<file path="config.mk">
export PLATFORM = sky130hd
export DESIGN_NAME = con_uart
export DESIGN_NICKNAME = d
export VERILOG_FILES = /design/src/rtl/con_uart_pkg.sv /design/src/rtl/con_uart_fifo.sv /design/src/rtl/con_uart_tick.sv /design/src/rtl/con_uart_tx.sv /design/src/rtl/con_uart_rx.sv /design/src/rtl/con_uart.sv
export SDC_FILE = /design/constraint.sdc
export NUM_CORES = 1
export LEC_CHECK = 0
export BUFFER_PORTS_ARGS = -buffer_cell sky130_fd_sc_hd__buf_4
export CORE_MARGIN = 5
export CORE_UTILIZATION = 54
export DETAILED_ROUTE_END_ITERATION = 10
export PLACE_DENSITY_LB_ADDON = 0.1
export SLEW_MARGIN = 20
export SYNTH_ARGS = -nofsm -noshare
export SYNTH_HDL_FRONTEND = slang
export SYNTH_SLANG_ARGS = --single-unit
export TNS_END_PERCENT = 50
</file>
<file path="constraint.sdc">
create_clock -name clk -period 2.1 [get_ports clk]
set_clock_uncertainty 0.1 [all_clocks]
set_input_delay 0.21 -clock clk [delete_from_list [all_inputs] [get_ports clk]]
set_output_delay 0.21 -clock clk [all_outputs]
set_load 0.03 [all_outputs]
</file>
<file path="src/rtl/con_uart_pkg.sv">
package con_uart_pkg;
  localparam int REG_AW = 6;
  localparam logic [REG_AW-1:0] OFF_TXD  = 6'h00;
  localparam logic [REG_AW-1:0] OFF_RXD  = 6'h08;
  localparam logic [REG_AW-1:0] OFF_STAT = 6'h10;
  localparam logic [REG_AW-1:0] OFF_DIV  = 6'h18;
  localparam logic [REG_AW-1:0] OFF_IEN  = 6'h20;
  localparam int OVS       = 16;
  localparam int DATA_BITS = 8;
  typedef enum logic [1:0] {RX_IDLE, RX_START, RX_DATA, RX_STOP} rx_state_t;
endpackage

</file>
<file path="src/rtl/con_uart_fifo.sv">
module con_uart_fifo #(
  parameter int W     = 8,
  parameter int DEPTH = 16
) (
  input  logic         clk,
  input  logic         rst,
  input  logic         push,
  input  logic [W-1:0] wdata,
  input  logic         pop,
  output logic [W-1:0] rdata,
  output logic         empty,
  output logic         full
);
  localparam int AW = $clog2(DEPTH);

  logic [W-1:0] mem [DEPTH];
  logic [AW:0]  wptr, rptr;

  always_ff @(posedge clk) begin
    if (push) mem[wptr[AW-1:0]] <= wdata;
  end

  always_ff @(posedge clk) begin
    if (rst) begin
      wptr <= '0;
      rptr <= '0;
    end else begin
      if (push) wptr <= wptr + 1'b1;
      if (pop)  rptr <= rptr + 1'b1;
    end
  end

  assign rdata = mem[rptr[AW-1:0]];
  assign empty = (wptr == rptr);
  assign full  = (wptr[AW-1:0] == rptr[AW-1:0]) && (wptr[AW] != rptr[AW]);

  // the owner never pushes into a full queue
  p_no_overflow_r5: assert property (@(posedge clk) disable iff (rst) !(push && full));
  // the owner never pops an empty queue
  p_no_underflow_r9: assert property (@(posedge clk) disable iff (rst) !(pop && empty));
endmodule

</file>
<file path="src/rtl/con_uart_tick.sv">
module con_uart_tick #(
  parameter int DIV_W = 16
) (
  input  logic             clk,
  input  logic             rst,
  input  logic [DIV_W-1:0] div,
  output logic             tick
);
  logic [DIV_W-1:0] cnt;

  always_ff @(posedge clk) begin
    if (rst) begin
      cnt  <= '0;
      tick <= 1'b0;
    end else if (cnt >= div) begin
      cnt  <= '0;
      tick <= 1'b1;
    end else begin
      cnt  <= cnt + 1'b1;
      tick <= 1'b0;
    end
  end

  // with a nonzero divider two ticks are never adjacent
  p_tick_gap_r3: assert property (@(posedge clk) disable iff (rst)
    (tick && div != '0 && $stable(div)) |=> !tick);
endmodule

</file>
<file path="src/rtl/con_uart_tx.sv">
module con_uart_tx
  import con_uart_pkg::*;
(
  input  logic                 clk,
  input  logic                 rst,
  input  logic                 tick,
  input  logic                 fifo_empty,
  input  logic [DATA_BITS-1:0] fifo_data,
  output logic                 fifo_pop,
  output logic                 txd
);
  localparam int NBITS = DATA_BITS + 2;
  localparam int TCW   = $clog2(OVS);
  localparam int BCW   = $clog2(NBITS);
  localparam logic [TCW-1:0] TC_LAST = TCW'(OVS - 1);
  localparam logic [BCW-1:0] BC_LAST = BCW'(NBITS - 1);

  logic             busy;
  logic [NBITS-1:0] sh;
  logic [TCW-1:0]   tcnt;
  logic [BCW-1:0]   bcnt;

  assign fifo_pop = !busy && !fifo_empty;

  always_ff @(posedge clk) begin
    if (rst) begin
      busy <= 1'b0;
      txd  <= 1'b1;
      sh   <= '1;
      tcnt <= '0;
      bcnt <= '0;
    end else if (fifo_pop) begin
      busy <= 1'b1;
      sh   <= {1'b1, fifo_data, 1'b0};
      txd  <= 1'b0;
      tcnt <= '0;
      bcnt <= '0;
    end else if (busy && tick) begin
      if (tcnt == TC_LAST) begin
        tcnt <= '0;
        if (bcnt == BC_LAST) begin
          busy <= 1'b0;
          txd  <= 1'b1;
        end else begin
          bcnt <= bcnt + 1'b1;
          sh   <= {1'b1, sh[NBITS-1:1]};
          txd  <= sh[1];
        end
      end else begin
        tcnt <= tcnt + 1'b1;
      end
    end
  end

  // the line is high whenever no frame is in flight
  p_idle_high_r4: assert property (@(posedge clk) disable iff (rst) !busy |-> txd);
  // a frame always begins with a low start bit
  p_start_low_r4: assert property (@(posedge clk) disable iff (rst) fifo_pop |=> !txd);
endmodule

</file>
<file path="src/rtl/con_uart_rx.sv">
module con_uart_rx
  import con_uart_pkg::*;
(
  input  logic                 clk,
  input  logic                 rst,
  input  logic                 tick,
  input  logic                 rxd,
  output logic                 push,
  output logic [DATA_BITS-1:0] data
);
  localparam int TCW = $clog2(OVS);
  localparam int BCW = $clog2(DATA_BITS);
  localparam logic [TCW-1:0] TC_HALF = TCW'(OVS / 2 - 1);
  localparam logic [TCW-1:0] TC_LAST = TCW'(OVS - 1);
  localparam logic [BCW-1:0] BI_LAST = BCW'(DATA_BITS - 1);

  logic      s1, s2;
  rx_state_t st;
  logic [TCW-1:0] tcnt;
  logic [BCW-1:0] bidx;

  always_ff @(posedge clk) begin
    if (rst) begin
      s1 <= 1'b1;
      s2 <= 1'b1;
    end else begin
      s1 <= rxd;
      s2 <= s1;
    end
  end

  always_ff @(posedge clk) begin
    if (rst) begin
      st   <= RX_IDLE;
      tcnt <= '0;
      bidx <= '0;
      data <= '0;
      push <= 1'b0;
    end else begin
      push <= 1'b0;
      unique case (st)
        RX_IDLE: if (!s2) begin
          st   <= RX_START;
          tcnt <= '0;
        end
        RX_START: if (tick) begin
          if (tcnt == TC_HALF) begin
            tcnt <= '0;
            bidx <= '0;
            st   <= s2 ? RX_IDLE : RX_DATA;
          end else tcnt <= tcnt + 1'b1;
        end
        RX_DATA: if (tick) begin
          if (tcnt == TC_LAST) begin
            tcnt <= '0;
            data <= {s2, data[DATA_BITS-1:1]};
            if (bidx == BI_LAST) st <= RX_STOP;
            else bidx <= bidx + 1'b1;
          end else tcnt <= tcnt + 1'b1;
        end
        RX_STOP: if (tick) begin
          if (tcnt == TC_LAST) begin
            st   <= RX_IDLE;
            push <= s2;
          end else tcnt <= tcnt + 1'b1;
        end
        default: st <= RX_IDLE;
      endcase
    end
  end

  // a byte is only delivered when the stop sample was high
  p_stop_high_r6: assert property (@(posedge clk) disable iff (rst) push |-> $past(s2));
  // delivery is a single-cycle pulse
  p_push_pulse_r6: assert property (@(posedge clk) disable iff (rst) push |=> !push);
endmodule

</file>
<file path="src/rtl/con_uart.sv">
module con_uart
  import con_uart_pkg::*;
#(
  parameter int DEPTH = 16,
  parameter int DIV_W = 16
) (
  input  logic              clk,
  input  logic              rst,
  input  logic [REG_AW-1:0] bus_addr,
  input  logic              bus_wr,
  input  logic              bus_rd,
  input  logic [63:0]       bus_wdata,
  output logic [63:0]       bus_rdata,
  input  logic              serial_rx,
  output logic              serial_tx,
  output logic              irq_rx,
  output logic              irq_tx
);
  logic [DIV_W-1:0] div_q;
  logic [1:0]       ien_q;
  logic             tick;

  logic                 txf_push, txf_pop, txf_empty, txf_full;
  logic [DATA_BITS-1:0] txf_rdata;
  logic                 rxf_push, rxf_pop, rxf_empty, rxf_full;
  logic [DATA_BITS-1:0] rxf_rdata, rx_byte;
  logic                 rx_done;

  assign txf_push = bus_wr && (bus_addr == OFF_TXD) && !txf_full;
  assign rxf_push = rx_done && !rxf_full;
  assign rxf_pop  = bus_rd && (bus_addr == OFF_RXD) && !rxf_empty;

  con_uart_tick #(.DIV_W(DIV_W)) u_tick (
    .clk(clk), .rst(rst), .div(div_q), .tick(tick));

  con_uart_fifo #(.W(DATA_BITS), .DEPTH(DEPTH)) u_txf (
    .clk(clk), .rst(rst), .push(txf_push), .wdata(bus_wdata[DATA_BITS-1:0]),
    .pop(txf_pop), .rdata(txf_rdata), .empty(txf_empty), .full(txf_full));

  con_uart_tx u_tx (
    .clk(clk), .rst(rst), .tick(tick), .fifo_empty(txf_empty),
    .fifo_data(txf_rdata), .fifo_pop(txf_pop), .txd(serial_tx));

  con_uart_rx u_rx (
    .clk(clk), .rst(rst), .tick(tick), .rxd(serial_rx),
    .push(rx_done), .data(rx_byte));

  con_uart_fifo #(.W(DATA_BITS), .DEPTH(DEPTH)) u_rxf (
    .clk(clk), .rst(rst), .push(rxf_push), .wdata(rx_byte),
    .pop(rxf_pop), .rdata(rxf_rdata), .empty(rxf_empty), .full(rxf_full));

  always_ff @(posedge clk) begin
    if (rst) begin
      div_q <= '0;
      ien_q <= '0;
    end else if (bus_wr) begin
      if (bus_addr == OFF_DIV) div_q <= bus_wdata[DIV_W-1:0];
      if (bus_addr == OFF_IEN) ien_q <= bus_wdata[1:0];
    end
  end

  always_ff @(posedge clk) begin
    if (rst) begin
      bus_rdata <= '0;
    end else begin
      bus_rdata <= '0;
      if (bus_rd) begin
        unique case (bus_addr)
          OFF_RXD:  bus_rdata <= rxf_empty ? 64'd0 : 64'(rxf_rdata);
          OFF_STAT: bus_rdata <= 64'({txf_full, rxf_full, txf_empty, rxf_empty});
          OFF_DIV:  bus_rdata <= 64'(div_q);
          OFF_IEN:  bus_rdata <= 64'(ien_q);
          default:  bus_rdata <= '0;
        endcase
      end
    end
  end

  always_ff @(posedge clk) begin
    if (rst) begin
      irq_rx <= 1'b0;
      irq_tx <= 1'b0;
    end else begin
      irq_rx <= ien_q[0] && !rxf_empty;
      irq_tx <= ien_q[1] && txf_empty;
    end
  end

  // an interrupt is only raised if its enable was set the cycle before
  p_irq_rx_en_r11: assert property (@(posedge clk) disable iff (rst) irq_rx |-> $past(ien_q[0]));
  p_irq_tx_en_r11: assert property (@(posedge clk) disable iff (rst) irq_tx |-> $past(ien_q[1]));
  // an empty-queue data read returns zero
  p_empty_read_r9: assert property (@(posedge clk) disable iff (rst)
    (bus_rd && bus_addr == OFF_RXD && rxf_empty) |=> bus_rdata == 64'd0);
endmodule

</file>
==> results of run 1 <==
[registers in the layout (all words and copies together), names as in the netlist, 2 cells and up, named ones only]
register,flops
bus_rdata,16
div_q,16
ien_q,2
u_rx.bidx,3
u_rx.data,8
u_rx.tcnt,4
u_rxf.mem,128
u_rxf.rptr,5
u_rxf.wptr,5
u_tick.cnt,16
u_tx.bcnt,4
u_tx.sh,8
u_tx.tcnt,4
u_txf.mem,128
u_txf.rptr,5
u_txf.wptr,5
[through the flow]
stage               hold WS (ns)  area (µm²)  setup slack (ns)  total power [mW]  setup TNS [ns]
detailed placement         0.297       17000            -0.135              9.54           -4.60
global placement           0.301       17000            -0.116              9.54           -1.01
CTS                       0.0110       18500           -0.0653              16.4           -1.06
floorplan                  0.209       15800           -0.0774              9.16           -1.86
finish                    0.0379       18600            -0.115              16.2           -1.71
global route              0.0341       18600            -0.139              16.8           -3.13
[logic make-up after synthesis]
logic type	Yosys count	share of synthesized area [%]
other cells	1	0.0240
mux	119	12.9
fa+ha+maj	33	2.64
compound gates	116	4.85
flops	375	64.4
buf+inv	127	4.44
xor+xnor	38	2.13
simple gates	278	8.67
[critical path, delay by kind of cell (launching register included)]
kind            cells  cell delay, ns
simple gates        2            0.86
flops               1            0.32
xor+xnor            1            0.32
compound gates      1            0.24
[where the power goes]
group | switching, mW | internal [mW] | leakage [nW]
clock | 2.74 | 4.04 | 0.619
combinational | 0.723 | 0.658 | 2.52
sequential | 0.103 | 7.94 | 3.30
[how the worst min path moves through the flow]
stage | start | to | slack, ns | cells past startpoint
final | bus_wr | ien_q[1]$_SDFFE_PP0P_ | 0.04 | 4
after global routing | bus_rd | bus_rdata[0]$_SDFF_PP0_ | 0.03 | 3
after CTS | bus_wr | ien_q[1]$_SDFFE_PP0P_ | 0.01 | 4
after detailed placement | serial_rx | u_rx.s1$_SDFF_PP1_ | 0.30 | 2
after global placement | serial_rx | u_rx.s1$_SDFF_PP1_ | 0.30 | 2
after floorplan | bus_wdata[0] | u_txf.mem[0][0]$_DFFE_PP_ | 0.21 | 0
[cell usage after synthesis (22+ instances only)]
library cell / number
edfxtp_1: 256
inv_1: 30
nor2_1: 87
ha_1: 33
nand2_1: 75
and3_1: 23
mux2i_1: 40
a21oi_1: 44
nand3_1: 22
dfxtp_1: 119
mux4_2: 64
buf_4: 52
clkbuf_1: 25
[what timing repair did]
| item | 4_1_cts | 5_1_grt |
|---|---|---|
| hold buffers | 17 | 0 |
| gates resized for setup | 10 | 12 |
| buffers inserted | 0 | 0 |
| hold endpoints to repair | 145 | 0 |
| pin swaps | 0 | 2 |
| endpoints found under the setup margin | 81 | 53 |
[metal layers]
layer  global-route usage [%]  vias to the layer above
met5                        0                        -
met4                     4.26                        0
met3                     3.69                       48
met2                     32.6                      237
met1                     28.9                     4464
li1                         -                     4273
[area by class of cell]
cell class	instances	area share (%)
timing repair buffer	154	8.04
multi-input combinational	632	27.6
tap	384	2.59
clock buffer	63	6.24
sequential	375	54.3
inverter	31	0.627
clock inverter	11	0.613
==> metrics.md, run 1 <==
| Metric | Value |
|---|---|
| Sequential area share after synthesis | 64.4% |
| Critical path's slowest cell | nor2_1 |
| Synthesized flop and latch total | 375 |
| Final hold violation count | 0 |
| Vias in the first global route | 9161 |
| Critical-path maximum fanout | 8 |
| Crit path from | u_rxf.wptr[4]$_SDFFE_PP0P_ |
| DR WL met3 | 1810 µm |
| CP endpoint | u_rxf.mem[6][3]$_DFFE_PP_ |
| Finished Layout Cells | about 1700 |
| CP cell instances | xnor2_1 -> o21a_1 -> nand2_1 -> nor2_1 |
| Top Metal Used | met4 |
| CTS Buf Count | 40 |
| Antenna viol nets, final | 0 |
| Hold Crit Class | input port to register |
| Antenna cells | 0 |
| Initial antenna violation count | 0 |
| IO Count | 142 |
| Initial core utilization | 54.6% |
| First-pass GRT wire length | between 50000 and 60000 µm |
| Sink Count | roughly 380 |
| Layout cells sized above 1 | 23.9% |
| Metal2 WL | between 15000 and 20000 µm |
| Largest net degree at the start of global routing | 75 |
| I/O Buffers | 45 |
| Startpoint types | register |
| Crit Path Category | register to register |
| Reg2Reg Depth | 4 |
| Clock H-tree levels | 2 |
| Detailed Route Iter0 Violations | around 560 |
| Setup violators final | 24 |
| Power per cell area | 873 mW/mm² |
| Synth Flop Type | edfxtp_1 |
| # DRC | 0 |
| Gate count after technology mapping | 1087 |
| Register area | 0.0101 mm² |
| Placer Congestion | approximately 0.79 |
| DIE HEIGHT | between 150 and 200 µm |
| Final period util | 105% |
| LEAKAGE | approximately 6.4 nW |
| Number of distinct library cells after synthesis | 61 |
| Worst setup slack after layout | -0.115 ns |
| Synth Area per Inst | 14.4 µm² |
| Max_cap viols | 0 |
| Synth area leaders | edfxtp_1, dfxtp_1, mux4_2 |
| Relative slew slack | 41.4% |
| Slew @ Worst Pin | 0.875 ns |
| Post-Route Utilization | 64.9% |
| Share of the synthesized area in the top cell type | slightly below 50% |
| CP max stage delay | 0.71 ns |
| CTS tree | yes |
| Root Buffer | clkbuf_16 |
| Vias | 9022 |
| Final min period | 2.21 ns |
| GRT overflow | 0 |
| Yosys Warn Count | 0 |
| Most common cell after layout, fill and taps aside | edfxtp_1 |
| Max VDD drop | 0.000704 V |
| Half-perimeter wire length after placement | 21900 µm |
| R2R Path Start | u_rxf.wptr[4]$_SDFFE_PP0P_ |
| Multi-input logic area | 0.00513 mm² |
| Vias per cell | 5.47 |
| Worst-path clk slew | 0.06 ns |
| Synthesis-to-layout area growth | 18.8% |
| Clk_lat worst skew | 0.52 ns |
| Tot GR Track Use | between 20% and 30% |
| Worst path arrival time | around 2.3 ns |
| Peak Freq | 451 MHz |
| Row Count | 62 |
| Endpoint class of the critical path | register |
| Yosys top cell by area | edfxtp_1 |
| Die ar. | 0.0325 mm² |
| Commonest cells after routing, fill and taps aside | edfxtp_1, dfxtp_1, buf_4, nor2_1, nand2_1 |
| Placeable Area | 0.0286 mm² |
| RSZ-0062 raised after global routing | yes |
| Placed Cells | 1559 |
| Final WL | approximately 33000 µm |
| Reg-to-reg slack, setup | -0.11 ns |
| Drt first pass iters | 5 |
| DIE WIDTH | 180 µm |
| # nets final | 1342 |
| Number of synthesized flops with an enable pin | 256 |
| Reg2reg end | u_rxf.mem[6][3]$_DFFE_PP_ |
| CP required | 2.14 ns |
| M1 WL | 15000 µm |
| Clock buffer depth | 3 |
| Failing checks | negative setup slack |
| Fillers | 2065 |
| Outcome | finished, violations left |
| Fin. max-slew vios | 0 |
| Async SR Flop Fraction | 0% |
| Drt wl/cell | 20.0 µm |
| Post-synthesis instance area | 0.0156 mm² |
(Power assumes the default switching activity.)
==> inputs of run 2 (changes only) <==
- CTS_CLUSTER_DIAMETER: unset -> 60
- PLACE_DENSITY: unset -> 0.78
- PLACE_DENSITY_LB_ADDON: 0.1 -> unset
==> metrics.md, run 2 (synthesis results as in run 1) <==
| Metric | Value |
|---|---|
| Max_cap viols | 0 |
| Fin. max-slew vios | 0 |
| Fillers | just under 2000 |
| Hold WS | ~0.034 ns |
| Most common cell after layout, fill and taps aside | edfxtp_1 |
| Drt first pass iters | 5 |
| Tot Pwr | 16.2 mW |
| Commonest cells after routing, fill and taps aside | edfxtp_1, buf_4, dfxtp_1, nor2_1, nand2_1 |
| Worst-path clk slew | ~0.060 ns |
| DIE WIDTH | ~180 µm |
| DIE HEIGHT | 180 µm |
| Tot GR Track Use | 20.5% |
| Reg2reg end | bus_rdata[7]$_SDFF_PP0_ |
| Antenna viol nets, final | 0 |
| Finished Layout Cells | roughly 1700 |
| Detailed Route Iter0 Violations | between 700 and 800 |
| Placer Congestion | 0.801 |
| Largest net degree at the start of global routing | 75 |
| Initial core utilization | 54.6% |
| # DRC | 0 |
| Final min period | 2.06 ns |
| LEAKAGE | 6.49 nW |
| Die ar. | 0.0325 mm² |
| GRT overflow | 0 |
| IO Count | ~140 |
| Clk_lat worst skew | about 0.53 ns |
| Post-Route Utilization | 64.9% |
| Endpoint class of the critical path | register |
| Setup TNS | 0 ns |
| Power per cell area | 874 mW/mm² |
| Sink Count | 375 |
| Peak Freq | 486 MHz |
| Row Count | 62 |
| Synthesis-to-layout area growth | 18.8% |
| First-pass GRT wire length | 52600 µm |
| Final WL | between 30000 and 40000 µm |
| Worst path arrival time | 2.37 ns |
| Slew @ Worst Pin | slightly below 0.9 ns |
| Crit Path Category | register to register |
| # nets final | 1350 |
| I/O Buffers | 45 |
| Layout cells sized above 1 | between 20% and 30% |
| Root Buffer | clkbuf_16 |
| Reg2Reg Depth | 7 |
| Drt wl/cell | 20.5 µm |
| Max VDD drop | 0.000485 V |
| Final period util | 97.9% |
| Startpoint types | register |
| Setup violators final | 0 |
| Critical-path maximum fanout | 11 |
| Placeable Area | between 0.02 and 0.03 mm² |
| CTS Buf Count | 39 |
| Reg-to-reg slack, setup | ~0.044 ns |
| Vias | around 9400 |
| Hold path depth | 4 |
| Hold Crit Endpoint | ien_q[0]$_SDFFE_PP0P_ |
| Half-perimeter wire length after placement | 21300 µm |
| Hold_sp | bus_wr |
| Vias in the first global route | 9405 |
| RSZ-0062 raised after global routing | yes |
| Initial antenna violation count | 1 |
| CTS tree | yes |
| Relative slew slack | a little over 40% |
| Outcome | finished clean |
| Hold Crit Class | input port to register |
| Placed Cells | 1559 |
| CP required | roughly 2.4 ns |
| Vias per cell | 5.68 |
| Final hold violation count | 0 |
| Clock buffer depth | 3 |
| Clock H-tree levels | 2 |
[run 2: changes by cell type in the layout (fill, tap and decap cells not counted), sizes merged]
| cell | previous run | this run |
|---|---|---|
| clkbuf | 63 | 57 |
| bufinv | 2 | 3 |
| dlygate4sd3 | 17 | 18 |
| inv | 33 | 32 |
| clkinv | 7 | 11 |
| diode | 0 | 1 |
| buf | 137 | 145 |
[run 2: layout make-up]
type / instances / area [µm²] / area share [%]
well taps: 384 / 480 / 2.59
flip-flops and latches: 375 / 10100 / 54.2
multi-input cells: 632 / 5150 / 27.7
diodes: 1 / 2.50 / 0.0135
clock inverters: 15 / 169 / 0.910
clock buffers: 57 / 1120 / 6.02
inverters: 31 / 116 / 0.627
repair buffers: 163 / 1460 / 7.88
[run 2: worst max-delay path by stage]
stage | start | endpoint | slack (ns) | cells after the start
after floorplan | u_rxf.wptr[3]$_SDFFE_PP0P_ | u_rxf.mem[0][0]$_DFFE_PP_ | -0.08 | 6
after global placement | u_rxf.rptr[4]$_SDFFE_PP0P_ | u_rxf.mem[11][5]$_DFFE_PP_ | 0.0004 | 5
after detailed placement | u_rxf.rptr[0]$_SDFFE_PP0P_ | u_rxf.mem[13][6]$_DFFE_PP_ | 0.005 | 5
after CTS | register | bus_rdata[3]$_SDFF_PP0_ | 0.002 | 7
after global routing | u_rxf.rptr[0]$_SDFFE_PP0P_ | u_rxf.mem[2][4]$_DFFE_PP_ | -0.04 | 7
final | register | bus_rdata[7]$_SDFF_PP0_ | 0.04 | 7
[run 2: what timing repair did]
action / CTS / global route
buffers inserted: 0 / 8
gates resized for setup: 10 / 17
gates cloned: 0 / 0
endpoints found under the hold margin: 152 / 0
endpoints found under the setup margin: 50 / 52
pin swaps: 1 / 3
hold buffers: 18 / 0
[run 2: layer usage]
metal / vias up / share of wire (%) / GRT usage, %
met3: 80 / 7.9 / 4.68
li1: 4288 / - / -
met2: 407 / 49 / 33.9
met1: 4641 / 40 / 27.1
met5: - / 0 / 0
met4: 0 / 2.9 / 6.59
[run 2: through the flow]
step / area, µm² / worst slack, ns
global placement: 16900 / 0.000423
global route: 18600 / -0.0442
finish: 18600 / 0.0439
floorplan: 15800 / -0.0774
CTS: 18400 / 0.00229
detailed placement: 16900 / 0.00504
[run 2: worst max-delay path, stage by stage (launching register included)]
cell and delay, ns:
dfxtp_2 0.34, buf_12 0.16, mux4_2 0.53, nor2b_1 0.16, a211oi_2 0.18, buf_4 0.16
a21oi_1 0.04, a22o_1 0.25
[run 2: report_power, final]
part / switching (mW) / leakage (nW) / total (mW) / internal [mW]
clock network: 2.76 / 0.638 / 6.86 / 4.10
registers: 0.103 / 3.30 / 8.04 / 7.94
logic: 0.702 / 2.56 / 1.33 / 0.626
==> inputs of run 3 (changes only) <==
- CORE_UTILIZATION: 54 -> 56
- CTS_BUF_LIST: unset -> sky130_fd_sc_hd__clkbuf_8
- PLACE_DENSITY: 0.78 -> 0.81
==> metrics.md, run 3 (synthesis results as in run 1) <==
| Metric | Value |
|---|---|
| # nets final | 1355 |
| Relative slew slack | between 50% and 60% |
| Worst path arrival time | 2.23 ns |
| Half-perimeter wire length after placement | between 20000 and 25000 µm |
| Final period util | 96.9% |
| Antenna viol nets, final | 0 |
| Crit path from | u_rxf.rptr[3]$_SDFFE_PP0P_ |
| Slew @ Worst Pin | approximately 0.75 ns |
| Final hold violation count | 0 |
| Reg2Reg Depth | 6 |
| GRT overflow | 0 |
| Placed Cells | 1543 |
| Multi-input logic area | 0.00518 mm² |
| Placer Congestion | 0.844 |
| Final min period | 2.03 ns |
| Reg-to-reg slack, setup | 0.07 ns |
| CP cell instances | xnor2_1 -> nand4_1 -> o21a_1 -> nand2_1 -> nor3_1 -> buf_4 |
| Power per cell area | 835 mW/mm² |
| Clk_lat worst skew | 0.62 ns |
| Initial core utilization | 56.4% |
| Post-DP Area | 0.0169 mm² |
| DIE HEIGHT | ~180 µm |
| First-pass GRT wire length | 49800 µm |
| Layout cells sized above 1 | 25.2% |
| Hold WS | around 0.056 ns |
| Detailed Route Iter0 Violations | ~970 |
| Endpoint class of the critical path | register |
| Fin. max-slew vios | 0 |
| RSZ-0062 raised after global routing | yes |
| Startpoint types | register |
| CTS Buf Count | 58 |
| Tot GR Track Use | roughly 20% |
| Outcome | finished clean |
| Synthesis-to-layout area growth | 18.2% |
| I/O Buffers | 45 |
| Critical path depth | 6 |
| Crit Path Category | register to register |
| Largest net degree at the start of global routing | 75 |
| # DRC | 0 |
| Family with the most delay on the worst path | simple AND/OR/NAND/NOR gates |
| Drt first pass iters | 5 |
| IO Count | about 140 |
| Worst-path clk slew | about 0.060 ns |
| Most Crowded Layer GR | met2 |
| Finished Layout Cells | 1675 |
| Peak Freq | 491 MHz |
| Initial antenna violation count | 1 |
| Setup violators final | 0 |
| CP bufs+invs | 1 |
| Max_cap viols | 0 |
| Vias in the first global route | 9383 |
| Die ar. | 0.0314 mm² |
| Tot Pwr | 15.4 mW |
| Global routing usage on met1 | 26.9% |
| Post-CTS Setup Bufs | 0 |
| Fillers | 1861 |
| Root Buffer | clkbuf_8 |
| Row Count | 61 |
| Critical path's slowest cell | dfxtp_1 |
| Design area | 0.0185 mm² |
| Vias | 9298 |
| Post-Route Utilization | 66.7% |
| LEAKAGE | 6.46 nW |
| Reg2reg end | u_rxf.mem[2][4]$_DFFE_PP_ |
| Sink Count | around 380 |
| CP endpoint | u_rxf.mem[2][4]$_DFFE_PP_ |
| GRT met3 Usage | 3.95% |
| Placeable Area | between 0.02 and 0.03 mm² |
| Critical-path maximum fanout | 8 |
| CP max stage delay | about 0.35 ns |
| Vias per cell | 5.55 |
| Register area | 0.0101 mm² |
| CP required | 2.29 ns |
| CTS tree | yes |
| Hold Crit Class | input port to register |
| Commonest cells after routing, fill and taps aside | edfxtp_1, dfxtp_1, buf_4, nor2_1, nand2_1 |
| Final WL | around 32000 µm |
| Most common cell after layout, fill and taps aside | edfxtp_1 |
| Max VDD drop | 0.000587 V |
| R2R Path Start | u_rxf.rptr[3]$_SDFFE_PP0P_ |
| Clock H-tree levels | 2 |
| DIE WIDTH | 177 µm |
| Clock buffer depth | 3 |
| Drt wl/cell | 19.1 µm |
| Met2 Use GR | 34.6% |
run 3: changes by cell type in the layout (fill, tap and decap cells not counted), moves of 3 or more:
cell / delta
clkbuf_16: -41
buf_12: +7
clkinv_1: +7
clkbuf_1: -12
buf_4: -24
clkinv_2: +3
dlygate4sd3_1: +4
inv_1: +17
nor2_2: -3
nor2_4: +5
clkbuf_8: +61
mux2i_1: +3
run 3: worst min path at each step:
| stage | startpoint | endpoint | slack, ns | depth (start not counted) |
|---|---|---|---|---|
| after global placement | serial_rx | u_rx.s1$_SDFF_PP1_ | 0.30 | 2 |
| final | bus_addr[5] | u_rxf.rptr[4]$_SDFFE_PP0P_ | 0.06 | 5 |
| after CTS | bus_addr[5] | register | 0.01 | 5 |
| after global routing | bus_addr[5] | u_rxf.rptr[4]$_SDFFE_PP0P_ | 0.07 | 5 |
| after floorplan | bus_wdata[0] | u_txf.mem[0][0]$_DFFE_PP_ | 0.21 | 0 |
| after detailed placement | serial_rx | u_rx.s1$_SDFF_PP1_ | 0.30 | 2 |
run 3: per-layer routing:
layer | wire length, µm | vias to the layer above
li1 | - | 4311
met1 | 13000 | 4586
met2 | 15800 | 345
met3 | 2350 | 56
met4 | 784 | 0
met5 | 0 | -
run 3: layout make-up:
type / count / area share [%]
Antenna cell: 1 / 0.0135
Clock inverter: 45 / 1.66
Sequential cell: 375 / 54.5
Tap cell: 378 / 2.56
Clock buffer: 64 / 4.76
Inverter: 31 / 0.629
Timing Repair Buffer: 149 / 7.85
Multi-Input combinational cell: 632 / 28.0
run 3: what timing repair did:
item                                   CTS  global route
endpoints found under the hold margin  176             0
setup endpoints to repair               77            86
pin swaps                                0             1
hold buffers                            22             0
resized for setup                        9            25
run 3: where the power goes:
group	leakage (nW)	total [mW]	switching [mW]	internal (mW)
Clock	0.676	6.06	2.84	3.22
Combinational	2.49	1.33	0.689	0.639
Sequential	3.30	8.04	0.103	7.94
run 3: worst min-delay path, stage by stage:
cell and delay, ns:
buf_4 0.11, nor2_1 0.06, o2111ai_2 0.15, or4_1 0.14
a21oi_1 0.06
run 3: per-stage QoR:
step	worst slack (ns)	setup TNS [ns]
3_5_place_dp	-0.109	-3.03
6_report	0.0652	0
5_1_grt	-0.0398	-0.206
2_1_floorplan	-0.0774	-1.86
4_1_cts	-0.0831	-1.05
3_3_place_gp	0.0239	0
